===== src/rtl/dma_irq_pkg.sv =====
package dma_irq_pkg;
  localparam int NUM_BITS = 11;
  localparam int ADDR_W   = 12;

  localparam logic [ADDR_W-1:0] OFS_STATUS  = 12'h100;
  localparam logic [ADDR_W-1:0] OFS_MASK    = 12'h104;
  localparam logic [ADDR_W-1:0] OFS_UNMASK  = 12'h108;
  localparam logic [ADDR_W-1:0] OFS_SETMASK = 12'h10C;
  localparam logic [ADDR_W-1:0] OFS_SRC_CNT = 12'h190;
  localparam logic [ADDR_W-1:0] OFS_DST_CNT = 12'h194;

  localparam int BIT_BAD_ACC   = 0;
  localparam int BIT_SRC_ACCT  = 4;
  localparam int BIT_DST_ACCT  = 5;

  // bits that exist in status and mask; bits the engine may raise directly
  localparam logic [NUM_BITS-1:0] IMPL_BITS = 11'h7FD;
  localparam logic [NUM_BITS-1:0] EVT_BITS  = 11'h7CC;

  typedef enum logic [2:0] {
    SEL_NONE, SEL_STATUS, SEL_MASK, SEL_UNMASK, SEL_SETMASK, SEL_SRC, SEL_DST
  } reg_sel_e;
endpackage


===== src/rtl/dma_irq_status.sv =====
module dma_irq_status #(
  parameter int                NUM_BITS = 11,
  parameter logic [NUM_BITS-1:0] RST_MASK = '1
) (
  input  logic                clk_i,
  input  logic                rst_ni,
  input  logic [NUM_BITS-1:0] set_i,
  input  logic [NUM_BITS-1:0] clr_i,
  input  logic [NUM_BITS-1:0] mask_set_i,
  input  logic [NUM_BITS-1:0] mask_clr_i,
  output logic [NUM_BITS-1:0] status_o,
  output logic [NUM_BITS-1:0] mask_o,
  output logic                irq_o
);
  logic [NUM_BITS-1:0] status_q, mask_q;

  always_ff @(posedge clk_i or negedge rst_ni) begin
    if (!rst_ni) begin
      status_q <= '0;
      mask_q   <= RST_MASK;
    end else begin
      status_q <= (status_q & ~clr_i) | set_i;  // set beats clear
      mask_q   <= (mask_q | mask_set_i) & ~mask_clr_i;
    end
  end

  assign status_o = status_q;
  assign mask_o   = mask_q;
  assign irq_o    = |(status_q & ~mask_q);

  p_set_sticks_r4: assert property (@(posedge clk_i) disable iff (!rst_ni)
    (set_i != '0) |=> ((status_q & $past(set_i)) == $past(set_i)));

  p_clear_takes_r3: assert property (@(posedge clk_i) disable iff (!rst_ni)
    ((clr_i & ~set_i) != '0) |=> ((status_q & $past(clr_i & ~set_i)) == '0));

  p_mask_set_r5: assert property (@(posedge clk_i) disable iff (!rst_ni)
    (mask_set_i != '0) |=> ((mask_q & $past(mask_set_i)) == $past(mask_set_i)));

  p_irq_holds_r6: assert property (@(posedge clk_i) disable iff (!rst_ni)
    (irq_o && clr_i == '0 && mask_set_i == '0) |=> irq_o);
endmodule


===== src/rtl/dma_irq_acct.sv =====
module dma_irq_acct #(
  parameter int CNT_W = 8
) (
  input  logic             clk_i,
  input  logic             rst_ni,
  input  logic             inc_i,
  input  logic             rd_clr_i,
  output logic [CNT_W-1:0] cnt_o,
  output logic             ovf_o
);
  localparam logic [CNT_W-1:0] CNT_MAX = '1;

  logic [CNT_W-1:0] cnt_q, base, cnt_d;

  always_comb begin
    base  = rd_clr_i ? '0 : cnt_q;
    cnt_d = (inc_i && base != CNT_MAX) ? base + 1'b1 : base;
  end

  always_ff @(posedge clk_i or negedge rst_ni) begin
    if (!rst_ni) cnt_q <= '0;
    else         cnt_q <= cnt_d;
  end

  assign cnt_o = cnt_q;
  assign ovf_o = inc_i && !rd_clr_i && (cnt_q == CNT_MAX);

  p_read_clears_r7: assert property (@(posedge clk_i) disable iff (!rst_ni)
    (rd_clr_i && !inc_i) |=> (cnt_q == '0));

  p_read_inc_r10: assert property (@(posedge clk_i) disable iff (!rst_ni)
    (rd_clr_i && inc_i) |=> (cnt_q == 1));

  p_saturate_r8: assert property (@(posedge clk_i) disable iff (!rst_ni)
    (cnt_q == CNT_MAX && !rd_clr_i) |=> (cnt_q == CNT_MAX));

  p_step_r7: assert property (@(posedge clk_i) disable iff (!rst_ni)
    (inc_i && !rd_clr_i && cnt_q != CNT_MAX) |=> (cnt_q == $past(cnt_q) + 1'b1));
endmodule


===== src/rtl/dma_irq_bank.sv =====
module dma_irq_bank
  import dma_irq_pkg::*;
#(
  parameter int DATA_W = 32,
  parameter int CNT_W  = 8
) (
  input  logic                clk_i,
  input  logic                rst_ni,
  input  logic                req_i,
  input  logic                we_i,
  input  logic [ADDR_W-1:0]   addr_i,
  input  logic [DATA_W-1:0]   wdata_i,
  output logic [DATA_W-1:0]   rdata_o,
  input  logic [NUM_BITS-1:0] evt_i,
  input  logic                src_done_i,
  input  logic                dst_done_i,
  output logic                irq_o
);
  localparam int NUM_CNT = 2;

  reg_sel_e            sel;
  logic                wr, rd, bad_wr;
  logic [NUM_BITS-1:0] wbits, set_vec, clr_vec, mset, mclr, status, mask;
  logic [NUM_CNT-1:0]  inc, rclr, ovf;
  logic [CNT_W-1:0]    cnt [NUM_CNT];
  logic [DATA_W-1:0]   rd_val, rdata_q;
  logic                unused_wdata_hi;

  assign unused_wdata_hi = ^wdata_i[DATA_W-1:NUM_BITS];

  always_comb begin
    unique case (addr_i)
      OFS_STATUS:  sel = SEL_STATUS;
      OFS_MASK:    sel = SEL_MASK;
      OFS_UNMASK:  sel = SEL_UNMASK;
      OFS_SETMASK: sel = SEL_SETMASK;
      OFS_SRC_CNT: sel = SEL_SRC;
      OFS_DST_CNT: sel = SEL_DST;
      default:     sel = SEL_NONE;
    endcase
  end

  assign wr     = req_i & we_i;
  assign rd     = req_i & ~we_i;
  assign bad_wr = wr && (sel == SEL_NONE);
  assign wbits  = wdata_i[NUM_BITS-1:0] & IMPL_BITS;

  assign inc  = {dst_done_i, src_done_i};
  assign rclr = {rd && (sel == SEL_DST), rd && (sel == SEL_SRC)};

  for (genvar i = 0; i < NUM_CNT; i++) begin : g_acct
    dma_irq_acct #(.CNT_W(CNT_W)) u_acct (
      .clk_i    (clk_i),
      .rst_ni   (rst_ni),
      .inc_i    (inc[i]),
      .rd_clr_i (rclr[i]),
      .cnt_o    (cnt[i]),
      .ovf_o    (ovf[i])
    );
  end

  always_comb begin
    set_vec = evt_i & EVT_BITS;
    set_vec[BIT_BAD_ACC]  = bad_wr;
    set_vec[BIT_SRC_ACCT] = ovf[0];
    set_vec[BIT_DST_ACCT] = ovf[1];
  end

  assign clr_vec = (wr && sel == SEL_STATUS)  ? wbits : '0;
  assign mset    = (wr && sel == SEL_SETMASK) ? wbits : '0;
  assign mclr    = (wr && sel == SEL_UNMASK)  ? wbits : '0;

  dma_irq_status #(.NUM_BITS(NUM_BITS), .RST_MASK(IMPL_BITS)) u_status (
    .clk_i      (clk_i),
    .rst_ni     (rst_ni),
    .set_i      (set_vec),
    .clr_i      (clr_vec),
    .mask_set_i (mset),
    .mask_clr_i (mclr),
    .status_o   (status),
    .mask_o     (mask),
    .irq_o      (irq_o)
  );

  always_comb begin
    rd_val = '0;
    unique case (sel)
      SEL_STATUS: rd_val[NUM_BITS-1:0] = status;
      SEL_MASK:   rd_val[NUM_BITS-1:0] = mask;
      SEL_SRC:    rd_val[CNT_W-1:0]    = cnt[0];
      SEL_DST:    rd_val[CNT_W-1:0]    = cnt[1];
      default:    rd_val = '0;
    endcase
  end

  always_ff @(posedge clk_i or negedge rst_ni) begin
    if (!rst_ni)  rdata_q <= '0;
    else if (rd)  rdata_q <= rd_val;
  end

  assign rdata_o = rdata_q;

  p_bad_write_r9: assert property (@(posedge clk_i) disable iff (!rst_ni)
    bad_wr |=> status[BIT_BAD_ACC]);

  p_reserved_zero_r2: assert property (@(posedge clk_i) disable iff (!rst_ni)
    rdata_o[DATA_W-1:NUM_BITS] == '0);

  p_ovf_flags_r8: assert property (@(posedge clk_i) disable iff (!rst_ni)
    (inc[0] && !rclr[0] && cnt[0] == '1) |=> status[BIT_SRC_ACCT]);
endmodule


===== config.mk =====
export PLATFORM = sky130hd
export DESIGN_NAME = dma_irq_bank
export DESIGN_NICKNAME = d
export VERILOG_FILES = /design/src/rtl/dma_irq_pkg.sv /design/src/rtl/dma_irq_status.sv /design/src/rtl/dma_irq_acct.sv /design/src/rtl/dma_irq_bank.sv
export SDC_FILE = /design/constraint.sdc
export NUM_CORES = 1
export LEC_CHECK = 0
export ABC_AREA = 0
export ABC_CLOCK_PERIOD_IN_PS = 2100
export BUFFER_PORTS_ARGS = -buffer_cell sky130_fd_sc_hd__buf_2
export CAP_MARGIN = 10
export CORE_ASPECT_RATIO = 2
export CORE_MARGIN = 5
export CORE_UTILIZATION = 51
export DETAILED_ROUTE_END_ITERATION = 10
export GPL_TIMING_DRIVEN = 0
export PLACE_DENSITY = 0.82
export SLEW_MARGIN = 0
export SYNTH_ARGS = -nofsm -noshare
export SYNTH_HDL_FRONTEND = slang
export SYNTH_HIERARCHICAL = 1
export SYNTH_SLANG_ARGS = --single-unit
export TNS_END_PERCENT = 20

===== constraint.sdc =====
create_clock -name clk_i -period 2.1 [get_ports clk_i]
set_clock_uncertainty 0.2 [all_clocks]
set_input_delay 0.315 -clock clk_i [delete_from_list [all_inputs] [get_ports clk_i]]
set_output_delay 0.315 -clock clk_i [all_outputs]
set_load 0.005 [all_outputs]

# After elaboration in Yosys (flattened, before gate mapping)
# Index checks and enable logic that the tools add are counted.
[totals]
word_cells = 60
register_bits = 49
[op_classes]
bitwise_logic = 11
mux = 10
eq_ne = 16
reduce_logical = 16
add_sub_neg = 2
[op_table]
columns = ["op", "count"]
rows = [
  ["12-bit by 9-bit equality test with 1-bit output (second input constant)", 6],
  ["11-bit bitwise AND", 3],
  ["11-bit 2-to-1 mux", 3],
  ["11-bit inverter", 3],
  ["8-bit 2-to-1 mux", 4],
  ["8-bit one-hot mux with 4 select lines", 1],
  ["11-bit bitwise OR", 2],
  ["3-bit one-hot mux with 6 select lines", 1],
  ["8-bit by 1-bit adder with 8-bit output (second input constant)", 2],
  ["8-bit equality test (second input constant)", 2],
  ["8-bit inequality test (second input constant)", 2],
  ["1-bit logical AND", 12],
  ["11-bit OR reduction", 1],
  ["3-bit equality test (second input constant)", 3],
  ["3-bit by 2-bit equality test with 1-bit output (second input constant)", 2],
  ["3-bit one-hot mux with 2 select lines", 1],
  ["3-bit by 1-bit equality test with 1-bit output (second input constant)", 1],
  ["3-bit logical NOT", 1],
  ["1-bit bitwise AND", 2],
  ["1-bit logical NOT", 2],
  ["1-bit inverter", 1],
]

# Logic depth before layout (Yosys ltp)
# Gate-level depths: netlist (run 1).
[logic_depth]
ltp_word = 8
ltp_mapped = 12

# Modules after synthesis
# The synthesis (run 1) kept the hierarchy.
[modules_own_cells]
columns = ["module", "cells_per_inst", "n_inst", "area_each_um2", "seq_area_each_um2"]
rows = [
  ["dma_irq_bank", 134, 1, 1227.4, 275.3],
  ["dma_irq_status", 81, 1, 879.6, 563.0],
  ["dma_irq_acct", 44, 2, 425.4, 200.2],
]

# Worst setup path after synthesis (run 1)
# Ideal clock, no wire load.
[synth_timing]
kind = "input-to-reg"
from = "in addr_i[9]"
to = "reg g_acct[1].u_acct.cnt_q[5]"
cell_stages = 12
slack_ps = -859
setup_time_ps = 77
path_buffers = 3
t_arrival_ps = 2682
cell_sequence = "nor4b_4 > nand2_1 > or2_2 > inv_1 > ha_1 > clkbuf_1 > and3_1 > buf_4 > and3b_1 > buf_6 > or4_1 > a21oi_1"
[synth_via]
elab_chain_len = 8
elab_cells_between_ends = 14
cone_classes = "1 x add/sub; 8 x eq/ne; 3 x mux; 2 x reduce/logical"
[synth_lines]
columns = ["item", "line_no", "text"]
rows = [
  ["start, declared", "dma_irq_bank.sv:11", "input logic [ADDR_W-1:0] addr_i,"],
  ["12-bit by 9-bit equality test with 1-bit output", "dma_irq_bank.sv:32", "unique case (addr_i)"],
  ["3-bit one-hot mux with 6 select lines *", "dma_irq_bank.sv:32", ""],
  ["3-bit equality test *", "dma_irq_bank.sv:49", "assign rclr = {rd && (sel == SEL_DST), rd && (sel == SEL_SRC)};"],
  ["1-bit logical AND *", "dma_irq_bank.sv:49", ""],
  ["named net rclr[1]", "dma_irq_bank.sv:24", "logic [NUM_CNT-1:0] inc, rclr, ovf;"],
  ["8-bit 2-to-1 mux *", "dma_irq_acct.sv:16", "base = rd_clr_i ? '0 : cnt_q;"],
  ["parallel branches: the longest is 2 deep, another holds 8-bit by 1-bit adder with 8-bit output", "--", ""],
  ["8-bit 2-to-1 mux *", "dma_irq_acct.sv:17", "cnt_d = (inc_i && base != CNT_MAX) ? base + 1'b1 : base;"],
  ["named net g_acct[1].u_acct.cnt_d[5]", "dma_irq_acct.sv:13", "logic [CNT_W-1:0] cnt_q, base, cnt_d;"],
  ["end signal, assigned", "dma_irq_acct.sv:22", "else cnt_q <= cnt_d;"],
  ["end, declared", "dma_irq_acct.sv:13", ""],
]
# Mark *: on every way through the listed nets, which the timed path passes.
# A chain may end at the register's enable or synchronous reset.

# Worst setup path in the final report (run 1)
[layout_timing]
from = "in addr_i[10]"
to = "reg g_acct[1].u_acct.cnt_q[5]"
# Same word-level chain as after synthesis.

==> results.md, run 1 <==
* Initial Util at 52.3%
* Syn Inst Count at 303
* Die Wd at 63.9 um
* TritonRoute pass-1 iters at 5
* 1st-iter DRT viols at 108
* CP delay by family, top: simple AND/OR/NAND/NOR gates
* Max FO, Critical Path at 6
* HP Class: input port to flop
* Share of layout cells above drive strength 1 at 37.9%
* Total power at 2.63 mW
* Slew HR at 58.0%
* #FFs+latches synth at 49
* Num ports at 94
* Clock buffer depth at 2
* Most used DFF post-synth: dfrtp_1
* FP Rows at 39
* WP data arrival at 2.43 ns
* Seq/Total Area, Yosys at 41.9%
* Final Net Count at 465
* Worst-skew pair later-pin latency at 0.30 ns
* Post-layout util at 68.4%
* Clk sink count at 49
* Hold WS at 0.0182 ns
* RSZ-0062 raised after global routing: true
* Peak supply drop at 0.907 mV
* DP Wirelength at 5.47 mm
* Worst Setup Start Kind: input port
* DR WL/cell at 16.7 um
* CTS root buf: clkbuf_16
* Vias in the first global route at 2737
* Total CTS buffers at 5
* Min Tclk post-route at 2.40 ns
* Max-Cap Viols at 0
* Worst setup margin at -0.297 ns
* Worst Path Required at 2.13 ns
* Total die area at 7520 um^2
* Global-route wire length before repair at 12.9 mm
* Final WL at 7.70 mm
* Crit path capture type: flop
* Setup TNS at -4.94 ns
* Worst slew pin tran at 0.628 ns
* Max incr delay on CP at 0.43 ns
* Synthesis-to-layout area growth at 31.0%
* Die Y at 118 um
* Antenna-violating nets left at 0
* Core outline area at 5660 um^2
* Tot GR Track Use at 21.4%
* Via density at 5.57
* Power density over the cells at 680 nW/um^2
* DRC Markers at 0
* Port Buf Inserts at 46
* Failing checks: negative setup slack
* Leak at 1.85 nW
* Worst-path clk slew at 0.07 ns
* Inserted Diodes at 0
* Ys async rst share at 100%
* Placer Congestion at 0.823
* Number of flops mapped to enable cells by yosys at 0
* Ys Warns at 6
* Largest net degree at the start of global routing at 50
* FMAX at 0.417 GHz
* Initial antenna violation count at 0
* Final worst path period share at 114%
* Slowest cell on the critical path: or4_4
* Outcome: complete, but fails checks
* Worst-path cell chain: buf_6, nor4b_4, nand2_1, or2_4, inv_4, ha_4, clkbuf_16, and3_4, and3b_2, or4_4, a21oi_2
* Syn_area_per_cell at 9.76 um^2
* Yosys cell types at 48
* Critical path class: input port to flop
* Max-slew violations at 0
* Via count at 2573
* Filler cell count at 447
* Cell Area, Synth at 2960 um^2
* Grt ovf at 0
* Buf/Inv on CP at 3
* Endpoints failing setup at 24
* H-tree lvl count at 2
* Final Hold Viols at 0
* TritonCTS clock tree: built
## kinds of logic (layout without fill, tap and decap cells)
kind of cell / after synthesis / count (layout) / share of synthesized area (%)
AOI/OAI and AO/OA: 67 / 67 / 18.9
DFF: 49 / 49 / 41.9
adders and majority gates: 4 / 4 / 1.69
and+or+nand+nor: 121 / 121 / 24.2
other: 1 / 25 / 0.127
xor gates and xnor gates: 3 / 3 / 0.888
muxes: 2 / 2 / 0.677
buffers and inverters: 56 / 130 / 11.6
## cell usage after synthesis, drive strengths merged (8+ instances only)
library cell,count,area (um^2)
buf,30,245
dfstp,10,263
inv,20,75.1
a21oi,10,50.1
and2,32,200
nand2,12,60.1
a221o,16,160
a21o,11,83.8
nor2,35,131
a32o,8,80.1
dfrtp,39,976
nor2b,9,63.8
## final timing paths
path,startpoint,endpoint,slack (ns),cells past startpoint
worst max-delay path,addr_i[10],g_acct[1].u_acct/cnt_o[5],-0.30,11
worst min-delay path,evt_i[3],u_status/status_o[3],0.02,2
worst max register to register,g_acct[0].u_acct/cnt_o[5],g_acct[0].u_acct/cnt_o[5],0.35,4
worst min register to register,rdata_o[8],rdata_o[8],0.29,2
max in group asynchronous,rst_ni,u_status/mask_o[5],0.94,3
min in group asynchronous,rst_ni,g_acct[0].u_acct/cnt_o[6],0.21,2
## worst reg2reg max path, stage by stage, from the launching register on
cell	delay (ns)
dfrtp_1	0.46
and3_1	0.20
and3b_2	0.27
or4_4	0.42
a21oi_2	0.13
## registers in the layout (all words and copies together), names as in the netlist
register             flops
g_acct.u_acct/cnt_o     16
rdata_o                 11
u_status/mask_o         11
u_status/status_o       11
## metal layers
layer	track usage, %	share of wire [%]
met3	4.39	4.3
met4	12.4	3.8
met5	0	0
met2	38.2	57
met1	22.1	35
## where the power goes
group / total [mW] / internal (mW) / switching [mW]
logic: 0.565 / 0.277 / 0.288
registers: 1.26 / 1.08 / 0.181
clock network: 0.812 / 0.445 / 0.367
## area by class of cell
cell class / instances / area, um^2 / share of cell area, %
clock buffer: 6 / 129 / 3.33
multi-input combinational: 222 / 1590 / 41.1
clock inverter: 2 / 13.8 / 0.355
tap: 61 / 76.3 / 1.97
inverter: 20 / 80.1 / 2.07
timing repair buffer: 71 / 470 / 12.1
sequential: 49 / 1240 / 32.0
buffer: 31 / 275 / 7.11
## cells in the final DEF, fill, tap and decap left out, types with 3 or more instances in the layout
master | synthesis | routed
o21ai_1 | 4 | 3
a21o_1 | 10 | 10
buf_2 | 1 | 43
and3_1 | 6 | 4
buf_6 | 6 | 9
dlygate4sd3_1 | 0 | 7
nand2_1 | 10 | 8
o31ai_1 | 5 | 3
nor2b_1 | 8 | 6
nor2_1 | 35 | 34
nor3_1 | 5 | 4
buf_4 | 23 | 37
conb_1 | 1 | 25
nand2b_1 | 3 | 3
and2_1 | 32 | 32
dfrtp_1 | 39 | 39
a32o_1 | 8 | 8
dfstp_2 | 10 | 10
clkbuf_16 | 0 | 6
a221o_1 | 16 | 16
a21oi_2 | 0 | 3
a21oi_1 | 10 | 7
inv_1 | 20 | 18
## per-stage QoR
| stage | cell area (um^2) | instances | worst slack, ns |
|---|---|---|---|
| final | 3870 | 462 | -0.297 |
| after global routing | 3870 | 462 | -0.389 |
| after CTS | 3770 | 459 | -0.275 |
| after detailed placement | 3420 | 434 | -0.980 |
| after global placement | 3420 | 434 | -0.904 |
| after floorplan | 3120 | 327 | -0.631 |
## what timing repair did
action                                 in CTS  in global routing
gates resized for setup                    19                 18
hold buffers                                6                  1
setup endpoints to repair                  40                 44
pin swaps                                  23                 10
setup buffers                              16                  1
endpoints found under the hold margin       6                  7
No activity file was read; power rests on OpenSTA's default activity.
==> run 2: changes to the inputs <==
- PLACE_DENSITY: 0.82 -> 0.83
- SYNTH_HIERARCHICAL: 1 -> unset
==> run 2 against run 1 <==
Net effect: the run ends with negative hold slack, negative setup slack left; sequential cell count is 2 lower; critical path depth is 3 higher; synthesized cell count is 0.99% lower; sequential power is 3% lower; maximum frequency is 1.0% lower; non-clock buffer count is 6 lower; global-route usage is 0.32 points lower; setup slack worse by 0.025 ns; worst hold slack worse by 0.046 ns; routed wire length is 4.2% lower; power is 15% lower; critical path type unchanged; critical endpoint is now g_acct[1].u_acct.cnt_o[6]; largest power group unchanged.
==> results.md, run 2 <==
* Outcome: complete, but fails checks
* Failing checks: negative hold slack, negative setup slack
* CTS root buf: clkbuf_8
* Share of the synthesized area in the top cell type at 33.3%
* Initial antenna violation count at 0
* #FFs+latches synth at 47
* Most common cell in the netlist: nand2_1
* Leak at 1.68 nW
* Crit path capture type: flop
* Inserted Diodes at 0
* Total power at 2.23 mW
* Die Y at 114 um
* Global-route wire length before repair at 12.0 mm
* Slew HR at 30.9%
* Worst Path Required at 2.08 ns
* TritonRoute pass-1 iters at 4
* Multi-input gate area at 1510 um^2
* Clk sink count at 47
* Via count at 2550
* Worst slew pin tran at 1.04 ns
* Die Wd at 62.2 um
* Final WL at 7.37 mm
* Storage element area at 1190 um^2
* Worst setup margin at -0.322 ns
* Commonest non-fill, non-tap cell in the layout: nand2_1
* Syn Inst Count at 300
* Placed cell areas at 3210 um^2
* RSZ-0062 raised after global routing: true
* Top cells by area, synth: dfrtp_1, dfstp_2, nand2_1
* Max reg flops at 16
* Ys Warns at 0
* Clock buffer depth at 2
* Via density at 5.60
* Worst r2r src: g_acct[1].u_acct.cnt_o[0]
* HP Class: input port to asynchronous set/reset pin
* Antenna-violating nets left at 0
* Most used DFF post-synth: dfrtp_1
* Setup TNS at -1.92 ns
* Cell Area, Synth at 2780 um^2
* Num ports at 94
* Worst setup path end: g_acct[1].u_acct.cnt_o[6]
* Vias in the first global route at 2461
* Filler cell count at 434
* Final instance area at 3550 um^2
* Hold WS at -0.0274 ns
* Cell depth of the worst flop-to-flop path at 7
* H-tree lvl count at 2
* DP Wirelength at 5.26 mm
* Grt ovf at 0
* Worst-skew pair later-pin latency at 0.31 ns
* FP Rows at 38
* Largest net degree at the start of global routing at 48
* Most frequent cells after synthesis: nand2_1, dfrtp_1, buf_4, o21ai_0, mux2i_1
* Total die area at 7110 um^2
* Final Hold Viols at 32
* Initial Util at 51.7%
* Max-slew violations at 0
* Max FO, Critical Path at 4
* TritonCTS clock tree: built
* Total CTS buffers at 5
* Min Tclk post-route at 2.42 ns
* Placer Congestion at 0.913
* WP data arrival at 2.40 ns
* Number of flops mapped to enable cells by yosys at 0
* Final Net Count at 460
* Worst R2R Setup Slack at 0.42 ns
* Port Buf Inserts at 46
* 1st-iter DRT viols at 116
* Worst Setup Start Kind: input port
* Post-synth top area cell: dfrtp_1
* Critical Path Start: addr_i[6]
* DP Worst Slack at -0.839 ns
* Yosys cell types at 54
* Max-Cap Viols at 0
* Seq/Total Area, Yosys at 42.8%
* DRC Markers at 0
* Synthesis-to-layout area growth at 27.9%
* Critical path class: input port to flop
* Core outline area at 5370 um^2
* Peak supply drop at 0.695 mV
* Fin cells at 455
* Syn_area_per_cell at 9.25 um^2
* Tot GR Track Use at 21.1%
* Worst-path clk slew at 0.08 ns
* Endpoints failing setup at 9
* Dpl cells at 426
* Commonest cells after routing, fill and taps aside: nand2_1, buf_2, buf_4, dfrtp_1, conb_1
* Final worst path period share at 115%
* Worst r2r dst: g_acct[1].u_acct.cnt_o[6]
* Power density over the cells at 627 nW/um^2
* FMAX at 0.413 GHz
* Share of layout cells above drive strength 1 at 32.4%
* DR WL/cell at 16.2 um
* Post-layout util at 66.1%
* Ys async rst share at 100%
run 2: changes by cell type after synthesis, moves of 8 or more:
cell,before,now
a221o_1,16,0
and2_1,32,4
inv_1,20,12
mux2i_1,2,15
nand2_1,10,52
nor2_1,35,12
o21ai_0,0,18
o22a_1,0,8
run 2: cell type report:
type,instances,area share [%]
Clock inverter,1,0.141
Clock buffer,7,2.15
Buffer,29,5.78
Inverter,14,1.83
Sequential cell,47,33.5
Timing Repair Buffer,67,12.1
Tap cell,60,2.11
Multi-Input combinational cell,230,42.4
run 2: where the power goes:
part           switching, mW  leakage [nW]  internal, mW
logic                  0.219          1.09         0.242
registers              0.194         0.547          1.03
clock network          0.311        0.0422         0.234
run 2: critical path, stage by stage:
cell and delay (ns):
buf_6 0.09, nor4b_4 0.29, nand2_1 0.11, or2_4 0.27, inv_4 0.07, ha_4 0.14, clkinv_4 0.05, or3_4 0.36
and2_4 0.16, ha_4 0.18, nand2_4 0.07, nor2_4 0.05, a31oi_1 0.17, nor3_1 0.07
run 2: cell families after synthesis:
family,synth area share [%]
other cells,0.135
compound gates,18.9
flops,42.8
mux,5.41
buf+inv,9.10
simple gates,20.8
fa+ha+maj,2.25
xor+xnor,0.631
run 2: worst min path at each step:
stage | from | end | slack, ns
final | rst_ni | g_acct[1].u_acct.cnt_o[3] | -0.03
after global routing | rst_ni | g_acct[1].u_acct.cnt_o[3] | 0.06
after CTS | rst_ni | g_acct[1].u_acct.cnt_o[3] | 0.009
after detailed placement | rdata_o[10] | rdata_o[10] | 0.27
after global placement | rdata_o[9] | rdata_o[9] | 0.26
after floorplan | rst_ni | g_acct[0].u_acct.cnt_o[0] | -0.18
run 2: per-layer routing:
metal	part of all wire [%]	GRT usage, %
met5	0	0
met4	4.5	13.3
met3	6.2	5.60
met2	55	38.2
met1	34	20.7
run 2: timing repair:
item / in CTS / in global routing
hold buffers: 7 / 0
hold endpoints to repair: 7 / 0
buffers inserted: 12 / 2
resized for setup: 16 / 4
pin swaps: 13 / 12
endpoints found under the setup margin: 43 / 32
==> run 3: changes to the inputs <==
- PLACE_DENSITY: 0.83 -> 0.81
==> run 3 against run 2 <==
Net effect: the flow still finishes with violations (negative hold slack, negative setup slack); non-clock buffer count is 8 higher; first-iteration DRC count is 10% lower; maximum frequency is 2.0% higher; sequential cell count stayed put; die area stayed put; sequential share of layout area is 1.4 points lower; routed wire length is 10% higher; clock power is 3.9% higher; combinational power is 7.2% higher; critical path depth is 1 higher; largest power group unchanged; cell count is 1.8% higher.
==> results.md, run 3 (synthesis results as in run 2) <==
* Outcome: complete, but fails checks
* Failing checks: negative hold slack, negative setup slack
* Post-layout util at 68.9%
* DR WL/cell at 17.5 um
* TritonCTS clock tree: built
* Share of layout cells above drive strength 1 at 36.5%
* Total die area at 7110 um^2
* H-tree lvl count at 2
* FP Rows at 38
* Crit path capture type: flop
* Critical path class: input port to flop
* Hold WS at -0.0303 ns
* Final Hold Viols at 34
* Worst Path Required at 2.09 ns
* Core outline area at 5370 um^2
* Final worst path period share at 113%
* Final WL at 8.12 mm
* Total CTS buffers at 5
* Final Net Count at 468
* Max reg flops at 16
* Endpoints failing setup at 20
* Slowest cell on the critical path: or3_4
* Grt ovf at 0
* Global-route wire length before repair at 12.8 mm
* Worst Setup Start Kind: input port
* Reg power frac at 53.7%
* HP Class: input port to asynchronous set/reset pin
* DP Worst Slack at -0.852 ns
* Initial Util at 51.7%
* P_int at 1.52 mW
* Worst slew pin tran at 1.05 ns
* Port Buf Inserts at 46
* NetSw at 0.772 mW
* CTS root buf: clkbuf_8
* Max incr delay on CP at 0.33 ns
* Logic gate share of total power at 21.6%
* Worst-path clk slew at 0.09 ns
* CP delay by family, top: simple AND/OR/NAND/NOR gates
* Max-Cap Viols at 0
* Total power at 2.29 mW
* Synthesis-to-layout area growth at 33.3%
* Worst setup margin at -0.275 ns
* Max-slew violations at 0
* Num ports at 94
* Commonest cells after routing, fill and taps aside: nand2_1, buf_4, buf_2
* Power density over the cells at 618 nW/um^2
* Vias in the first global route at 2620
* RSZ-0062 raised after global routing: true
* Min Tclk post-route at 2.37 ns
* Peak supply drop at 0.728 mV
* Antenna-violating nets left at 0
* Tot GR Track Use at 22.7%
* Via density at 5.65
* TritonRoute pass-1 iters at 4
* Placer Congestion at 0.877
* Commonest non-fill, non-tap cell in the layout: nand2_1
* Worst-skew pair later-pin latency at 0.32 ns
* Largest net degree at the start of global routing at 48
* Die Y at 114 um
* Die Wd at 62.2 um
* DRC Markers at 0
* Inserted Diodes at 0
* Worst-path cell chain: buf_6, or2_4, nor2_4, a21oi_2, or2_4, inv_4, ha_4, clkinv_4, or3_4, and2_4, ha_4, nand2_4, nor2_4, a31oi_1, nor3_1
* Clock power frac at 24.7%
* Initial antenna violation count at 0
* Clk sink count at 47
* FMAX at 0.421 GHz
* DP Wirelength at 5.48 mm
* Clock buffer depth at 2
* Max FO, Critical Path at 4
* Slew HR at 30.1%
* Via count at 2616
* Buf/Inv on CP at 3
* Switching part of the total at 33.7%
* WP data arrival at 2.36 ns
* 1st-iter DRT viols at 104
* Leak at 1.73 nW
[run 3: changes by cell type in the layout (fill, tap and decap cells not counted), moves of 2 or more]
cell,delta
clkinvlp_4,+2
clkbuf_2,-2
o21ai_1,+5
buf_4,+4
a21oi_2,+4
o21ai_0,-5
buf_6,+5
a21oi_1,-4
clkbuf_1,-2
[run 3: worst reg2reg max path: stages, from the launching register on]
cell and delay (ns):
dfrtp_1 0.47, and2_4 0.19, ha_4 0.18, nand2_4 0.07, nor2_4 0.14, nand3_2 0.09, nor3b_2 0.16, nor3_1 0.06
[run 3: power groups by stage]
stage                     Sequential [mW]  Clock [mW]  Combinational (mW)
after floorplan                      1.17           0               0.313
after global placement               1.23           0               0.399
after detailed placement             1.23           0               0.421
after CTS                            1.22       0.567               0.455
after global routing                 1.25       0.611               0.542
final                                1.23       0.566               0.494
[run 3: path summary, 6_finish.rpt]
path	start	endpoint	slack, ns	cells after the start
worst max-delay path	addr_i[7]	g_acct[1].u_acct.cnt_o[6]	-0.27	15
worst min-delay path	rst_ni	rdata_o[9]	-0.03	1
worst max register to register	g_acct[1].u_acct.cnt_o[0]	g_acct[1].u_acct.cnt_o[6]	0.41	7
worst min register to register	rdata_o[6]	rdata_o[6]	0.29	2
max in group asynchronous	rst_ni	g_acct[0].u_acct.cnt_o[4]	1.08	1
min in group clk_i	wdata_i[6]	u_status.mask_o[6]	0.06	4
[run 3: cell type report]
| cell class | instances | area [um^2] |
|---|---|---|
| fillers | 398 | 1670 |
| multi-input cells | 230 | 1540 |
| flip-flops and latches | 47 | 1190 |
| repair buffers | 75 | 508 |
| plain buffers | 29 | 238 |
| well taps | 60 | 75.1 |
| clock buffers | 5 | 68.8 |
| inverters | 14 | 67.6 |
| clock inverters | 3 | 20.0 |
[run 3: timing repair]
action	4_1_cts	5_1_grt
setup buffers	17	5
setup endpoints to repair	44	47
pin swaps	27	13
hold endpoints to repair	7	0
gates resized for setup	31	15
hold buffers	7	0
[run 3: per-stage QoR]
step           cells  TNS [ns]  hold slack (ns)  instance area (um^2)
2_1_floorplan    320     -6.29           -0.181                  2910
3_3_place_gp     426    -22.03            0.257                  3210
3_5_place_dp     426    -25.07            0.274                  3210
4_1_cts          458     -4.21           0.0124                  3610
5_1_grt          463     -3.24           0.0634                  3700
6_report         463     -2.10          -0.0303                  3700
[run 3: metal layers]
layer | track usage [%] | up-vias | share of wire, %
met3 | 5.89 | 30 | 4.7
li1 | - | 1227 | -
met1 | 22.5 | 1249 | 34
met5 | 0 | - | 0
met2 | 41.3 | 110 | 57
met4 | 13.7 | 0 | 4.7
